[config.mk]
export PLATFORM = sky130hd
export DESIGN_NAME = div_restoring
export DESIGN_NICKNAME = d
export VERILOG_FILES = /design/src/rtl/div_pkg.sv /design/src/rtl/div_ctrl.sv /design/src/rtl/div_datapath.sv /design/src/rtl/div_restoring.sv
export SDC_FILE = /design/constraint.sdc
export NUM_CORES = 1
export LEC_CHECK = 0
export ABC_AREA = 0
export BUFFER_PORTS_ARGS = -buffer_cell sky130_fd_sc_hd__buf_2
export CAP_MARGIN = 5
export CORE_ASPECT_RATIO = 1.4
export CORE_MARGIN = 2
export CORE_UTILIZATION = 55
export DETAILED_ROUTE_END_ITERATION = 16
export PLACE_DENSITY = 0.78
export RECOVER_POWER = 100
export SYNTH_ARGS = -nofsm -noshare
export SYNTH_HDL_FRONTEND = slang
export SYNTH_SLANG_ARGS = --single-unit
export TNS_END_PERCENT = 30
[constraint.sdc]
create_clock -name clk -period 11.3 [get_ports clk]
set_clock_uncertainty 0.05 [all_clocks]
set_input_delay 0.565 -clock clk [delete_from_list [all_inputs] [get_ports clk]]
set_output_delay 0.565 -clock clk [all_outputs]
set_load 0.02 [all_outputs]
[src/rtl/div_pkg.sv]
package div_pkg;
    typedef enum logic [1:0] {
        ST_IDLE = 2'd0,
        ST_RUN  = 2'd1,
        ST_FIN  = 2'd2
    } div_state_t;
endpackage

[src/rtl/div_ctrl.sv]
module div_ctrl
    import div_pkg::*;
#(
    parameter int WIDTH = 32,
    localparam int CNT_W = $clog2(WIDTH)
) (
    input  logic             clk,
    input  logic             rst_n,
    input  logic             start,
    output logic             load,
    output logic             step,
    output logic             fin,
    output logic             busy,
    output logic [CNT_W-1:0] bit_idx
);
    localparam logic [CNT_W-1:0] TOP_IDX = CNT_W'(WIDTH - 1);

    div_state_t       state_q, state_d;
    logic [CNT_W-1:0] cnt_q;

    // next-state function
    always_comb begin
        state_d = state_q;
        unique case (state_q)
            ST_IDLE: if (start) state_d = ST_RUN;
            ST_RUN:  if (cnt_q == '0) state_d = ST_FIN;
            ST_FIN:  state_d = ST_IDLE;
            default: state_d = ST_IDLE;
        endcase
    end

    // state and counter registers
    always_ff @(posedge clk or negedge rst_n) begin
        if (!rst_n) begin
            state_q <= ST_IDLE;
            cnt_q   <= '0;
        end else begin
            state_q <= state_d;
            if (state_q == ST_IDLE && start) cnt_q <= TOP_IDX;
            else if (state_q == ST_RUN)      cnt_q <= cnt_q - 1'b1;
        end
    end

    // output function
    always_comb begin
        load    = 1'b0;
        step    = 1'b0;
        fin     = 1'b0;
        busy    = 1'b1;
        bit_idx = cnt_q;
        unique case (state_q)
            ST_IDLE: begin
                load = start;
                busy = 1'b0;
            end
            ST_RUN:  step = 1'b1;
            ST_FIN:  fin  = 1'b1;
            default: busy = 1'b0;
        endcase
    end
endmodule

[src/rtl/div_datapath.sv]
module div_datapath #(
    parameter int WIDTH = 32,
    localparam int CNT_W = $clog2(WIDTH)
) (
    input  logic             clk,
    input  logic             rst_n,
    input  logic             load,
    input  logic             step,
    input  logic [CNT_W-1:0] bit_idx,
    input  logic [WIDTH-1:0] dividend,
    input  logic [WIDTH-1:0] divisor,
    output logic [WIDTH-1:0] quotient,
    output logic [WIDTH-1:0] remainder,
    output logic             zero_div
);
    logic [WIDTH-1:0] num_q, den_q, rem_q, quo_q;
    logic             zdiv_q;
    logic [WIDTH:0]   shifted;
    logic [WIDTH:0]   diff;
    logic             fits;

    // shift partial remainder, append the selected dividend bit
    always_comb begin
        shifted = {rem_q, num_q[bit_idx]};
        fits    = shifted >= {1'b0, den_q};
        diff    = shifted - {1'b0, den_q};
    end

    always_ff @(posedge clk or negedge rst_n) begin
        if (!rst_n) begin
            num_q  <= '0;
            den_q  <= '0;
            rem_q  <= '0;
            quo_q  <= '0;
            zdiv_q <= 1'b0;
        end else if (load) begin
            num_q  <= dividend;
            den_q  <= divisor;
            rem_q  <= '0;
            quo_q  <= '0;
            zdiv_q <= (divisor == '0);
        end else if (step) begin
            rem_q <= fits ? diff[WIDTH-1:0] : shifted[WIDTH-1:0];
            quo_q <= {quo_q[WIDTH-2:0], fits};
        end
    end

    assign quotient  = quo_q;
    assign remainder = rem_q;
    assign zero_div  = zdiv_q;
endmodule

[src/rtl/div_restoring.sv]
module div_restoring #(
    parameter int WIDTH = 32
) (
    input  logic             clk,
    input  logic             rst_n,
    input  logic             start,
    input  logic [WIDTH-1:0] dividend,
    input  logic [WIDTH-1:0] divisor,
    output logic [WIDTH-1:0] quotient,
    output logic [WIDTH-1:0] remainder,
    output logic             done,
    output logic             div_by_zero
);
    localparam int CNT_W = $clog2(WIDTH);

    logic             load, step, fin, busy, zero_div;
    logic [CNT_W-1:0] bit_idx;

    div_ctrl #(.WIDTH(WIDTH)) u_ctrl (
        .clk     (clk),
        .rst_n   (rst_n),
        .start   (start),
        .load    (load),
        .step    (step),
        .fin     (fin),
        .busy    (busy),
        .bit_idx (bit_idx)
    );

    div_datapath #(.WIDTH(WIDTH)) u_dp (
        .clk       (clk),
        .rst_n     (rst_n),
        .load      (load),
        .step      (step),
        .bit_idx   (bit_idx),
        .dividend  (dividend),
        .divisor   (divisor),
        .quotient  (quotient),
        .remainder (remainder),
        .zero_div  (zero_div)
    );

    assign done        = fin;
    assign div_by_zero = fin & zero_div;
endmodule

**Word level (Yosys, flattened, before mapping)**

Index checks and enable logic that the tools add are counted.

- Add/subtract/negate cells: 2
- Order comparisons: 2
- Equal/unequal tests: 4
- Muxes and demuxes: 15
- Bitwise operators: 1
- Reduce and logical (&&, ||, !) cells: 7

Operators with widths:

| operator | count |
|---|---|
| $mux 32 | 5 |
| $ge 33x32->1 | 1 |
| $logic_not 32->1 | 1 |
| $sub 32x32->32 | 1 |
| $mux 5 | 2 |
| $lt 5x6->1 const B | 1 |
| $bmux 1 s5 | 1 |
| $logic_not 5->1 | 1 |
| $sub 5x1->5 const B | 1 |
| $mux 1 | 4 |
| $mux 2 | 2 |
| $pmux 2 s2 | 1 |
| $reduce_bool 2->1 | 2 |
| $eq 2x1->1 const B | 1 |
| $eq 2x2->1 const B | 1 |
| $logic_not 2->1 | 1 |
| $ne 2x1->1 const B | 1 |
| $ne 2x2->1 const B | 1 |
| $reduce_and 2->1 | 1 |
| $and 1x1->1 | 1 |
| $logic_and 1x1->1 | 1 |

- Flip-flop bits (word level): 136
- Input bits: 67
- Output and inout bits: 66
- Logic and storage cells: 38

**Longest topological paths before layout**

Gate-level depths: netlist (run 1).

- Depth after elaboration: 6
- Gate-level depth with buffers: 14
- Gate-level depth less buffers: 13

**Cells and area by module**

A second synthesis (run 1) with hierarchy kept.

- Cells, all modules: 811
- Area, all modules: 7962.6 um^2

Modules (own cells, without submodules):

| module | times used | cells each | area each (um^2) | sequential area each (um^2) |
|---|---|---|---|---|
| div_datapath | 1 | 771 | 7553.5 | 3228.1 |
| div_ctrl | 1 | 39 | 402.9 | 175.2 |
| div_restoring | 1 | 1 | 6.3 | 0.0 |

**Worst setup path after synthesis (run 1)**

Ideal clock, no wire load.

- Path kind: register to register
- Start point: register u_ctrl.cnt_q[0] (netlist: u_ctrl.bit_idx[0])
- End point: register u_dp.rem_q[30] (netlist: u_dp.remainder[30])
- Library setup time: 0.087 ns
- Arrival time: 3.666 ns
- Slack: 7.498 ns
- Cell stages (with the launch flop): 15
- Buffers on the path: 1
- Path through: dfrtp_1 buf_2 mux4_2 mux4_2 mux2i_1 ha_1 fa_1 nor2b_4 o31a_2 o211ai_2 a2111o_1 o211a_1 o211ai_2 mux2_1 o211ai_1

- Word-level cells in the longest chain between the ends: 6
- Elaborated cells on any way between the ends: 7

RTL lines:

| what | line | text |
|---|---|---|
| start: declaration | div_ctrl.sv:19 | `logic [CNT_W-1:0] cnt_q;` |
| start signal: assignment | div_ctrl.sv:40 | `else if (state_q == ST_RUN) cnt_q <= cnt_q - 1'b1;` |
| $bmux 1 s5 (*) | div_datapath.sv:24 | `shifted = {rem_q, num_q[bit_idx]};` |
| $mux 1 (not written as such) (*) | div_datapath.sv:24 |  |
| $sub 32x32->32 / $ge 33x32->1 (equally long branches) | div_datapath.sv:26, div_datapath.sv:25 |  |
| $mux 32 (*) | div_datapath.sv:43 | `rem_q <= fits ? diff[WIDTH-1:0] : shifted[WIDTH-1:0];` |
| $mux 32 (*) | div_datapath.sv:42 | `end else if (step) begin` |
| $mux 32 (*) | div_datapath.sv:36 | `end else if (load) begin` |
| end signal: assignment | div_datapath.sv:43 |  |
| end: declaration | div_datapath.sv:16 | `logic [WIDTH-1:0] num_q, den_q, rem_q, quo_q;` |

Mark *: on every way between the ends. The rest lies on a longest branch, timed or not. The select of a mux whose other input is x is not followed.
A chain may end at the register's enable or synchronous reset.

**Worst setup path in the final report (run 1)**

- Start point: register u_ctrl.cnt_q[0] (netlist: u_ctrl.bit_idx[0])
- End point: register u_dp.rem_q[18] (netlist: u_dp.remainder[18])

The elaborated chain is that of the path after synthesis.

==> results of run 1 <==
-- sequential cells by signal (all words and copies together), names as in the netlist --
signal / count
u_ctrl.bit_idx: 5
u_ctrl.state_q: 2
u_dp.den_q: 32
u_dp.num_q: 32
u_dp.quotient: 32
u_dp.remainder: 32
u_dp.zero_div: 1
-- critical path, delay by kind of cell (launching register included) --
family,cells,cell delay [ns]
adder cells (fa/ha/maj),1,0.22
AND/OR/NAND/NOR,2,0.43
multiplexers,3,1.35
flip-flops,1,0.72
buffers and inverters,1,1.10
AO/OA/AOI/OAI,5,3.07
-- through the flow --
step                      cells  cell area [um^2]  setup WS [ns]  power [uW]
after floorplan             879              7711          7.498        2216
after global placement     1153              8418          6.561        2567
after detailed placement   1153              8418          6.417        2614
after CTS                  1185              9016          6.269        3212
after global routing       1185              8876          3.201        3438
final                      1185              8876          4.036        3178
-- report_power, final --
group          switching (uW)  total, uW  internal, uW
registers                 157        837           680
clock network             228        564           336
logic                    1050       1780           725
-- per-layer routing --
layer  up-vias  share of wire [%]  GRT usage, %
li1       3261                  -             -
met1      3168                 40         30.20
met2       158                 53         46.78
met3        44                3.8         5.092
met4         0                2.9         11.24
met5         -                  0             0
-- cell usage in the layout, fill, tap and decap left out, drive strengths merged, types with 3 or more instances in the layout --
master  count
xor2        7
nor2b       7
or2         3
nor2       30
mux2i      12
a21oi      39
mux4       10
nor4       12
clkbuf     88
and3        5
nand3      44
dfrtp     136
nand2     225
o211ai     10
and2        6
o21a        5
buf        66
a21boi      3
inv        46
nor3       14
a221oi      3
a31oi       3
clkinv      3
nand2b      7
o31ai       4
o21bai      5
a21o        9
ha         34
o31a        4
o21ai     102
a211oi      7
nand4       5
xnor2      18
-- logic make-up (layout without fill, tap and decap cells) --
logic type | after synthesis | in the layout | synth area share (%)
multiplexers | 24 | 24 | 4.770
flip-flops | 136 | 136 | 44.13
AND/OR/NAND/NOR | 366 | 366 | 20.80
AO/OA/AOI/OAI | 207 | 207 | 16.71
adder cells (fa/ha/maj) | 35 | 35 | 5.776
XOR/XNOR | 25 | 25 | 2.840
buffers and inverters | 86 | 207 | 4.965
-- area by class of cell --
class | instances | area (um^2)
Sequential cell | 136 | 3403
Clock buffer | 18 | 439.2
Inverter | 39 | 146.4
Timing Repair Buffer | 136 | 595.6
Multi-Input combinational cell | 657 | 3901
Fill cell | 1242 | 4907
Clock inverter | 14 | 158.9
Tap cell | 185 | 231.5
-- how the worst max path moves through the flow --
| stage | slack (ns) | end |
|---|---|---|
| after floorplan | 7.50 | u_dp.remainder[30]$_DFFE_PN0P_ |
| after global placement | 6.56 | u_dp.remainder[14]$_DFFE_PN0P_ |
| after detailed placement | 6.42 | u_dp.remainder[11]$_DFFE_PN0P_ |
| after CTS | 6.27 | u_dp.remainder[24]$_DFFE_PN0P_ |
| after global routing | 3.20 | u_dp.remainder[18]$_DFFE_PN0P_ |
| final | 4.04 | u_dp.remainder[18]$_DFFE_PN0P_ |
-- cell usage after synthesis, drive strengths merged (4+ instances only) --
cell,instances
a211oi,7
a21o,9
a21oi,39
and2,6
and3,5
buf,10
clkbuf,37
dfrtp,136
ha,34
inv,39
mux2i,12
mux4,10
nand2,225
nand2b,7
nand3,44
nand4,5
nor2,30
nor2b,7
nor3,14
nor4,12
o211ai,10
o21a,5
o21ai,102
o21bai,5
o31a,4
o31ai,4
xnor2,18
xor2,7
==> run_results.csv, run 1 <==
group,metric,value,unit
drt,wl,18.90,mm
critical_path,r2r_cells,12,
floorplanning,die_w,104.1,um
logic_synthesis,synthArstFlopShare,100.0,%
hold_path,whs_path_depth,3,
floorplanning,core_area,0.01378,mm^2
critical_path,r2r_setup_slack,4.04,ns
sta,setup_violations,0,
clock_network,cts.path.max_buffers,2,
logic_synthesis,synth_area_per_cell,8.773,um^2
sta,rsz0062_at_grt,"no",
critical_path,crit_type,"flip-flop to flip-flop",
clock_network,clk_latency,0.42,ns
floorplanning,rows,51,
critical_path,cp_max_fo,27,
clock_network,cts_buffers,17,
finish,final_core_util,64.40,%
logic_synthesis,yosys-top-cells-area,"dfrtp_1 44%, nand2_1 11%, o21ai_0 6.1%, ha_1 5.5%, mux4_2 2.9%",
sta,maxSlewViolCount,388,
logic_synthesis,synth.top_cell.area_share,44.13,%
placed_design,portBuffers,132,
grt,grt_max_degree,128,
logic_synthesis,synth_cell_types,64,
finish,drive_gt1_share,12.80,%
clock_network,cts_setup_buffers,0,
drt,drc,0,
sta,fin_crit_sh,64.28,%
sta,slew_headroom,-258.6,%
placed_design,gp_congestion,0.9169,
logic_synthesis,seq_area_frac_synth,44.13,%
drt,vias_per_cell,5.596,
drt,drt_iter0_drc,364,
status,status,"finished, violations left",
power,peakVddDrop,0.0001500,V
sta,tns,0,ns
sta,period_minus_slack,7.264,ns
hold_path,hold_path_startpoint,"dividend[6]",
drt,drt-pass1-iter-count,7,
power,p_per_area,358.0,mW/mm^2
logic_synthesis,syn_area,0.007711,mm^2
drt,wire_per_inst,15.95,um
run,max_cap_violations,6,
critical_path,crit_path_max_incr_delay,2.33,ns
clock_network,cts_sinks,136,
critical_path,crit_required,11.34,ns
drt,drt.antenna.violating_nets,0,
clock_network,hold_buffers,0,
floorplanning,die_h,144.1,um
critical_path,endpoint_kind,"flip-flop",
clock_network,cts_resized,0,
finish,nNetsFinal,1089,
clock_network,h-tree-depth,4,
hold_path,hold_path.class,"input port to flip-flop",
finish,syn_to_final_growth,15.11,%
clock_network,cts_tree,"yes",
critical_path,startpoint,"u_ctrl.bit_idx[0]$_DFFE_PN0P_",
clock_network,path_clk_slew,0.06,ns
grt,grt-ovfl-total,0,
critical_path,crit_path_start_kind,"flip-flop",
sta,holdWs,0.2814,ns
logic_synthesis,netlist_instances,879,
power,p_leak,0.004026,uW
grt,grt_pass1_wl,31.19,mm
critical_path,critPathSlowestCell,"a311oi_1",
logic_synthesis,synth_top_area_cell,"dfrtp_1",
finish,num_antenna_cells,0,
floorplanning,pin_count,133,
floorplanning,start_util,55.95,%
status,violations,"max-capacitance violations, max-slew violations",
grt,antenna_found_initial,0,
logic_synthesis,yosysWarnings,0,
placed_design,post-dp-hpwl,12.95,mm
critical_path,path_common_cell,"mux4_2",
critical_path,worstPathArrival,7.31,ns
logic_synthesis,synth_top_flop_cell,"dfrtp_1",
critical_path,cp_cell_sequence,"mux4_2 -> mux4_2 -> mux2i_1 -> ha_1 -> nand2b_1 -> a211oi_1 -> nor3_1 -> o21ai_0 -> a311oi_1 -> clkbuf_1 -> o31ai_1 -> o2bb2ai_1",
logic_synthesis,synth-edff-count,0,
sta,timing.fmax,0.1377,GHz
hold_path,hold_end,"u_dp.num_q[6]$_DFFE_PN0P_",
logic_synthesis,synth_seq_cells,136,
sta,worst_pin_slew,5.379,ns
critical_path,timing.rr.start,"u_ctrl.bit_idx[0]$_DFFE_PN0P_",
clock_network,cts_root_buffer,"clkbuf_16",
sta,hold_viol,0,
floorplanning,die_area,0.01500,mm^2
grt,grt_pass1_vias,6486,
logic_synthesis,synth_fp_nets,981,
drt,vias,6631,
critical_path,r2r-end,"u_dp.remainder[18]$_DFFE_PN0P_",
grt,grtUsageTotal,25.94,%
No activity file was read; power rests on OpenSTA's default activity.
==> inputs of run 2 (changes only) <==
clock period = 7 ns   (was 11.3 ns; I/O delays follow)
==> run_results.csv, run 2 (synthesis gave the netlist of run 1 again) <==
group,metric,value,unit
placed_design,portBuffers,132,
placed_design,gp_congestion,0.9187,
hold_path,hold_end,"u_dp.num_q[15]$_DFFE_PN0P_",
clock_network,h-tree-depth,4,
clock_network,clk_latency,0.42,ns
critical_path,critPathSlowestCell,"a311oi_2",
hold_path,hold_path.class,"input port to flip-flop",
critical_path,crit_path_max_incr_delay,1.41,ns
floorplanning,die_area,0.01500,mm^2
grt,grt_pass1_wl,30.88,mm
clock_network,cts_resized,0,
drt,vias,6619,
drt,wl,18.78,mm
critical_path,r2r_setup_slack,1.35,ns
critical_path,r2r-end,"u_dp.remainder[18]$_DFFE_PN0P_",
sta,hold_viol,0,
finish,num_antenna_cells,0,
floorplanning,pin_count,133,
sta,period_minus_slack,5.646,ns
floorplanning,start_util,55.95,%
drt,wl_met3,853,um
clock_network,cts_tree,"yes",
grt,grt_pass1_vias,6405,
placed_design,dpl_worst_slack,2.117,ns
drt,drt.antenna.violating_nets,0,
floorplanning,core_area,0.01378,mm^2
finish,nNetsFinal,1090,
critical_path,timing.rr.start,"u_ctrl.bit_idx[0]$_DFFE_PN0P_",
critical_path,path_common_cell,"mux4_2",
critical_path,worstPathArrival,5.69,ns
clock_network,path_clk_slew,0.06,ns
sta,worst_pin_slew,5.417,ns
status,status,"finished, violations left",
finish,fillers,1231,
drt,drt-pass1-iter-count,6,
clock_network,cts_sinks,136,
finish,final_common_cell,"nand2_1",
sta,setup_violations,0,
run,max_cap_violations,6,
placed_design,post-dp-hpwl,12.90,mm
critical_path,crit_required,7.04,ns
grt,grtUsageTotal,25.72,%
power,total_power,5083,uW
grt,antenna_found_initial,0,
drt,wire_per_inst,15.85,um
critical_path,crit_type,"flip-flop to flip-flop",
finish,syn_to_final_growth,15.30,%
clock_network,cts_buffers,17,
drt,wl_met1,7.519,mm
hold_path,whs_path_depth,3,
critical_path,cp_cell_sequence,"mux4_2 -> mux4_2 -> mux2i_1 -> ha_1 -> nand2b_1 -> a211oi_1 -> nor3_1 -> o21ai_0 -> a311oi_2 -> buf_4 -> o31ai_1 -> o2bb2ai_1",
grt,grt-ovfl-total,0,
critical_path,crit_path_start_kind,"flip-flop",
drt,drt_iter0_drc,338,
finish,final_cell_mix,"225 x nand2_1, 136 x dfrtp_1, 99 x o21ai_0",
sta,timing.fmax,0.1771,GHz
floorplanning,die_h,144.1,um
power,p_leak,0.004026,uW
finish,drive_gt1_share,12.90,%
critical_path,r2r_cells,12,
sta,fin_crit_sh,80.66,%
power,peakVddDrop,0.0002384,V
critical_path,endpoint_kind,"flip-flop",
drt,drc,0,
hold_path,hold_path_startpoint,"dividend[15]",
critical_path,cp_max_fo,27,
power,p_per_area,571.7,mW/mm^2
clock_network,cts.path.max_buffers,2,
sta,slew_headroom,-261.3,%
floorplanning,die_w,104.1,um
sta,maxSlewViolCount,388,
sta,tns,0,ns
drt,met2_wirelength,9.726,mm
status,violations,"max-capacitance violations, max-slew violations",
floorplanning,rows,51,
sta,rsz0062_at_grt,"no",
sta,setup_ws,1.354,ns
drt,maxUsedRoutingLayer,"met4",
clock_network,cts_root_buffer,"clkbuf_16",
drt,vias_per_cell,5.586,
grt,grt_max_degree,128,
-- run 2: repair_timing --
| item | in CTS | in global routing |
|---|---|---|
| hold endpoints to repair | 63 | 0 |
| setup buffers | 0 | 0 |
| hold buffers | 1 | 0 |
-- run 2: power breakdown --
part           leakage (uW)  internal, uW  total [uW]  switching (uW)
combinational       0.00206          1170        2840            1670
sequential          0.00169          1100        1350             253
clock              0.000277           551         896             344
-- run 2: worst max-delay path, delay by kind of cell, from the launching register on --
kind,cells,cell delay [ns]
buf+inv,1,0.51
mux,3,1.30
flops,1,0.74
compound gates,5,2.06
simple gates,2,0.43
fa+ha+maj,1,0.22
-- run 2: worst max-delay path by stage --
stage | slack [ns] | to | startpoint | depth (start not counted)
after floorplan | 3.20 | u_dp.remainder[30]$_DFFE_PN0P_ | u_ctrl.bit_idx[0]$_DFFE_PN0P_ | 14
after CTS | 2.02 | u_dp.remainder[17]$_DFFE_PN0P_ | u_ctrl.bit_idx[0]$_DFFE_PN0P_ | 13
final | 1.35 | u_dp.remainder[18]$_DFFE_PN0P_ | u_ctrl.bit_idx[0]$_DFFE_PN0P_ | 12
after detailed placement | 2.12 | u_dp.remainder[17]$_DFFE_PN0P_ | u_ctrl.bit_idx[0]$_DFFE_PN0P_ | 13
after global routing | 0.79 | u_dp.remainder[18]$_DFFE_PN0P_ | u_ctrl.bit_idx[0]$_DFFE_PN0P_ | 12
after global placement | 2.26 | u_dp.remainder[14]$_DFFE_PN0P_ | u_ctrl.bit_idx[0]$_DFFE_PN0P_ | 12
-- run 2: layer usage --
metal / GRT usage (%) / vias to the layer above
met3: 5.363 / 51
met5: 0 / -
met1: 30.59 / 3114
met4: 11.95 / 0
li1: - / 3254
met2: 44.98 / 200
-- run 2: final cells by class --
class                           instances  area (um^2)  share of cell area, %
Timing Repair Buffer                  137        610.6                  6.867
Inverter                               39        146.4                  1.646
Sequential cell                       136         3403                  38.28
Multi-Input combinational cell        657         3908                  43.95
Clock inverter                         10        121.4                  1.365
Clock buffer                           21        470.5                  5.291
Tap cell                              185        231.5                  2.603
-- run 2: per-stage QoR --
step | cell area, um^2 | util [%] | hold WS (ns) | cells
2_1_floorplan | 7711 | - | 0.004409 | 879
3_3_place_gp | 8418 | 61.07 | 0.3150 | 1153
3_5_place_dp | 8418 | 61.07 | 0.3224 | 1153
4_1_cts | 9020 | 65.44 | 0.05419 | 1185
5_1_grt | 8891 | 64.51 | 0.07073 | 1185
6_report | 8891 | 64.51 | 0.06708 | 1185
==> inputs of run 3 (changes only) <==
ABC_AREA = 1   (was 0)
clock period = 5.38 ns   (was 7 ns; I/O delays follow)
==> run_results.csv, run 3 <==
group,metric,value,unit
grt,grt_pass1_wl,38.00,mm
logic_synthesis,netlist_instances,1235,
sta,rsz0062_at_grt,"no",
clock_network,cts_setup_buffers,0,
sta,tns,0,ns
clock_network,cts_sinks,136,
clock_network,clk_latency,0.42,ns
floorplanning,pin_count,133,
floorplanning,rows,53,
grt,antenna_found_initial,1,
logic_synthesis,synth-edff-count,0,
status,status,"finished, violations left",
critical_path,cp_max_fo,37,
drt,vias_per_cell,5.269,
critical_path,endpoint,"u_ctrl.bit_idx[4]$_DFFE_PN0P_",
clock_network,cts_buffers,17,
sta,hold_viol,0,
placed_design,portBuffers,132,
drt,drc,0,
finish,nNetsFinal,1475,
clock_network,cts.path.max_buffers,2,
sta,worst_pin_slew,3.054,ns
critical_path,crit_type,"flip-flop to flip-flop",
clock_network,cts_tree,"yes",
sta,timing.fmax,0.2416,GHz
logic_synthesis,synthArstFlopShare,100.0,%
critical_path,crit_required,5.61,ns
finish,fillers,1367,
finish,final_cell_mix,"436 x nand2_1, 225 x inv_1, 136 x dfrtp_1",
clock_network,path_clk_slew,0.06,ns
critical_path,r2r_cells,7,
sta,setup_violations,0,
grt,grt_pass1_vias,8038,
floorplanning,core_area,0.01505,mm^2
floorplanning,die_h,150.9,um
drt,drt_iter0_drc,561,
logic_synthesis,synth_area_per_cell,6.862,um^2
finish,drive_gt1_share,8.225,%
placed_design,place_inst,1528,
logic_synthesis,synthTopCellsByCount,"436 x nand2_1, 225 x inv_1, 136 x dfrtp_1",
sta,holdWs,0.003449,ns
placed_design,gp_congestion,1.033,
critical_path,endpoint_kind,"flip-flop",
status,violations,"max-capacitance violations, max-slew violations",
finish,num_antenna_cells,0,
drt,vias,8314,
sta,maxSlewViolCount,234,
grt,grtUsageTotal,29.68,%
finish,syn_to_final_growth,17.10,%
logic_synthesis,synth_top_flop_cell,"dfrtp_1",
floorplanning,die_area,0.01643,mm^2
logic_synthesis,synth_fp_nets,1337,
clock_network,hold_buffers,18,
logic_synthesis,yosys-top-cells-area,"dfrtp_1 40%, nand2_1 19%, inv_1 10%, nand3_1 6.5%, ha_1 5.0%",
critical_path,timing.rr.start,"u_ctrl.state_q[1]$_DFFE_PN0P_",
critical_path,crit_path_start_kind,"flip-flop",
critical_path,r2r-end,"u_ctrl.bit_idx[4]$_DFFE_PN0P_",
grt,grt-ovfl-total,0,
logic_synthesis,yosysWarnings,0,
finish,layout.cells.non_filler,1578,
floorplanning,start_util,56.30,%
sta,slew_headroom,-103.6,%
logic_synthesis,syn_area,0.008474,mm^2
logic_synthesis,synth_cell_types,36,
drt,wire_per_inst,14.88,um
critical_path,worstPathArrival,4.37,ns
logic_synthesis,seq_area_frac_synth,40.16,%
sta,period_minus_slack,4.140,ns
drt,drt.antenna.violating_nets,0,
sta,fin_crit_sh,76.94,%
logic_synthesis,synth_top_area_cell,"dfrtp_1",
placed_design,post-dp-hpwl,17.36,mm
finish,final_common_cell,"nand2_1",
logic_synthesis,yosysMostFrequentCell,"nand2_1",
critical_path,r2r_setup_slack,1.24,ns
finish,final_core_util,65.92,%
logic_synthesis,synth_seq_cells,136,
drt,wl,23.48,mm
logic_synthesis,synth.top_cell.area_share,40.16,%
grt,grt_max_degree,80,
run,max_cap_violations,4,
hold_path,hold_path.class,"input port to flip-flop",
critical_path,startpoint,"u_ctrl.state_q[1]$_DFFE_PN0P_",
clock_network,cts_resized,0,
clock_network,cts_root_buffer,"clkbuf_16",
drt,drt-pass1-iter-count,7,
clock_network,h-tree-depth,4,
floorplanning,die_w,108.9,um
-- run 3: cell types whose count changed after synthesis, sizes merged, moves of 18 or more --
cell | before | now
nand3 | 44 | 112
nor2 | 30 | 64
inv | 39 | 226
clkbuf | 37 | 19
nand2 | 225 | 440
o21ai | 102 | 66
o22ai | 1 | 31
-- run 3: critical path, cell delays in order, from the launching register on --
cell      delay, ns
dfrtp_1        0.39
nor2_1         0.14
clkbuf_1       1.46
inv_1          1.11
nor3_1         0.46
nand2_1        0.11
a21oi_1        0.13
o21ai_0        0.12
-- run 3: cell type report --
| class | count | area (um^2) | area share [%] |
|---|---|---|---|
| multi-input combinational | 834 | 4030 | 40.61 |
| sequential | 136 | 3403 | 34.30 |
| inverter | 227 | 852.1 | 8.587 |
| timing repair buffer | 157 | 802.0 | 8.082 |
| clock buffer | 18 | 439.2 | 4.426 |
| tap | 192 | 240.2 | 2.421 |
| clock inverter | 14 | 156.4 | 1.576 |
-- run 3: metal layers --
metal | GRT usage [%] | share of wire, % | vias up | wire length [um]
met4 | 13.14 | 4.1 | 0 | 960
li1 | - | - | 4124 | -
met2 | 52.70 | 52 | 282 | 12170
met5 | 0 | 0 | - | 0
met3 | 4.948 | 5.8 | 66 | 1357
met1 | 34.80 | 38 | 3842 | 8991
-- run 3: metrics by stage --
stage | setup slack (ns) | instance area, um^2
4_1_cts | 1.490 | 10030
3_3_place_gp | 1.657 | 9258
6_report | 1.240 | 9923
5_1_grt | 0.7490 | 9923
3_5_place_dp | 1.513 | 9258
2_1_floorplan | 2.639 | 8474
-- run 3: cell families after synthesis --
| kind of cell | Yosys count | synth area share, % |
|---|---|---|
| AOI/OAI and AO/OA | 132 | 8.637 |
| xor gates and xnor gates | 14 | 1.447 |
| adders and majority gates | 35 | 5.256 |
| buffers and inverters | 265 | 12.17 |
| DFF | 136 | 40.16 |
| and+or+nand+nor | 653 | 32.33 |
-- run 3: how the worst min path moves through the flow --
stage | start | end | slack (ns) | cells past startpoint
floorplan | rst_n | u_ctrl.bit_idx[0]$_DFFE_PN0P_ | -0.08 | 0
CTS | dividend[26] | u_dp.num_q[26]$_DFFE_PN0P_ | 0.0004 | 3
detailed placement | rst_n | u_dp.quotient[14]$_DFFE_PN0P_ | 0.29 | 1
global route | dividend[9] | u_dp.num_q[9]$_DFFE_PN0P_ | 0.001 | 3
finish | dividend[8] | u_dp.num_q[8]$_DFFE_PN0P_ | 0.003 | 3
global placement | rst_n | u_dp.quotient[15]$_DFFE_PN0P_ | 0.28 | 1
Power of run 3 is not shown: default switching activity piles up to over one toggle a cycle in this logic, so the estimate is an artifact.
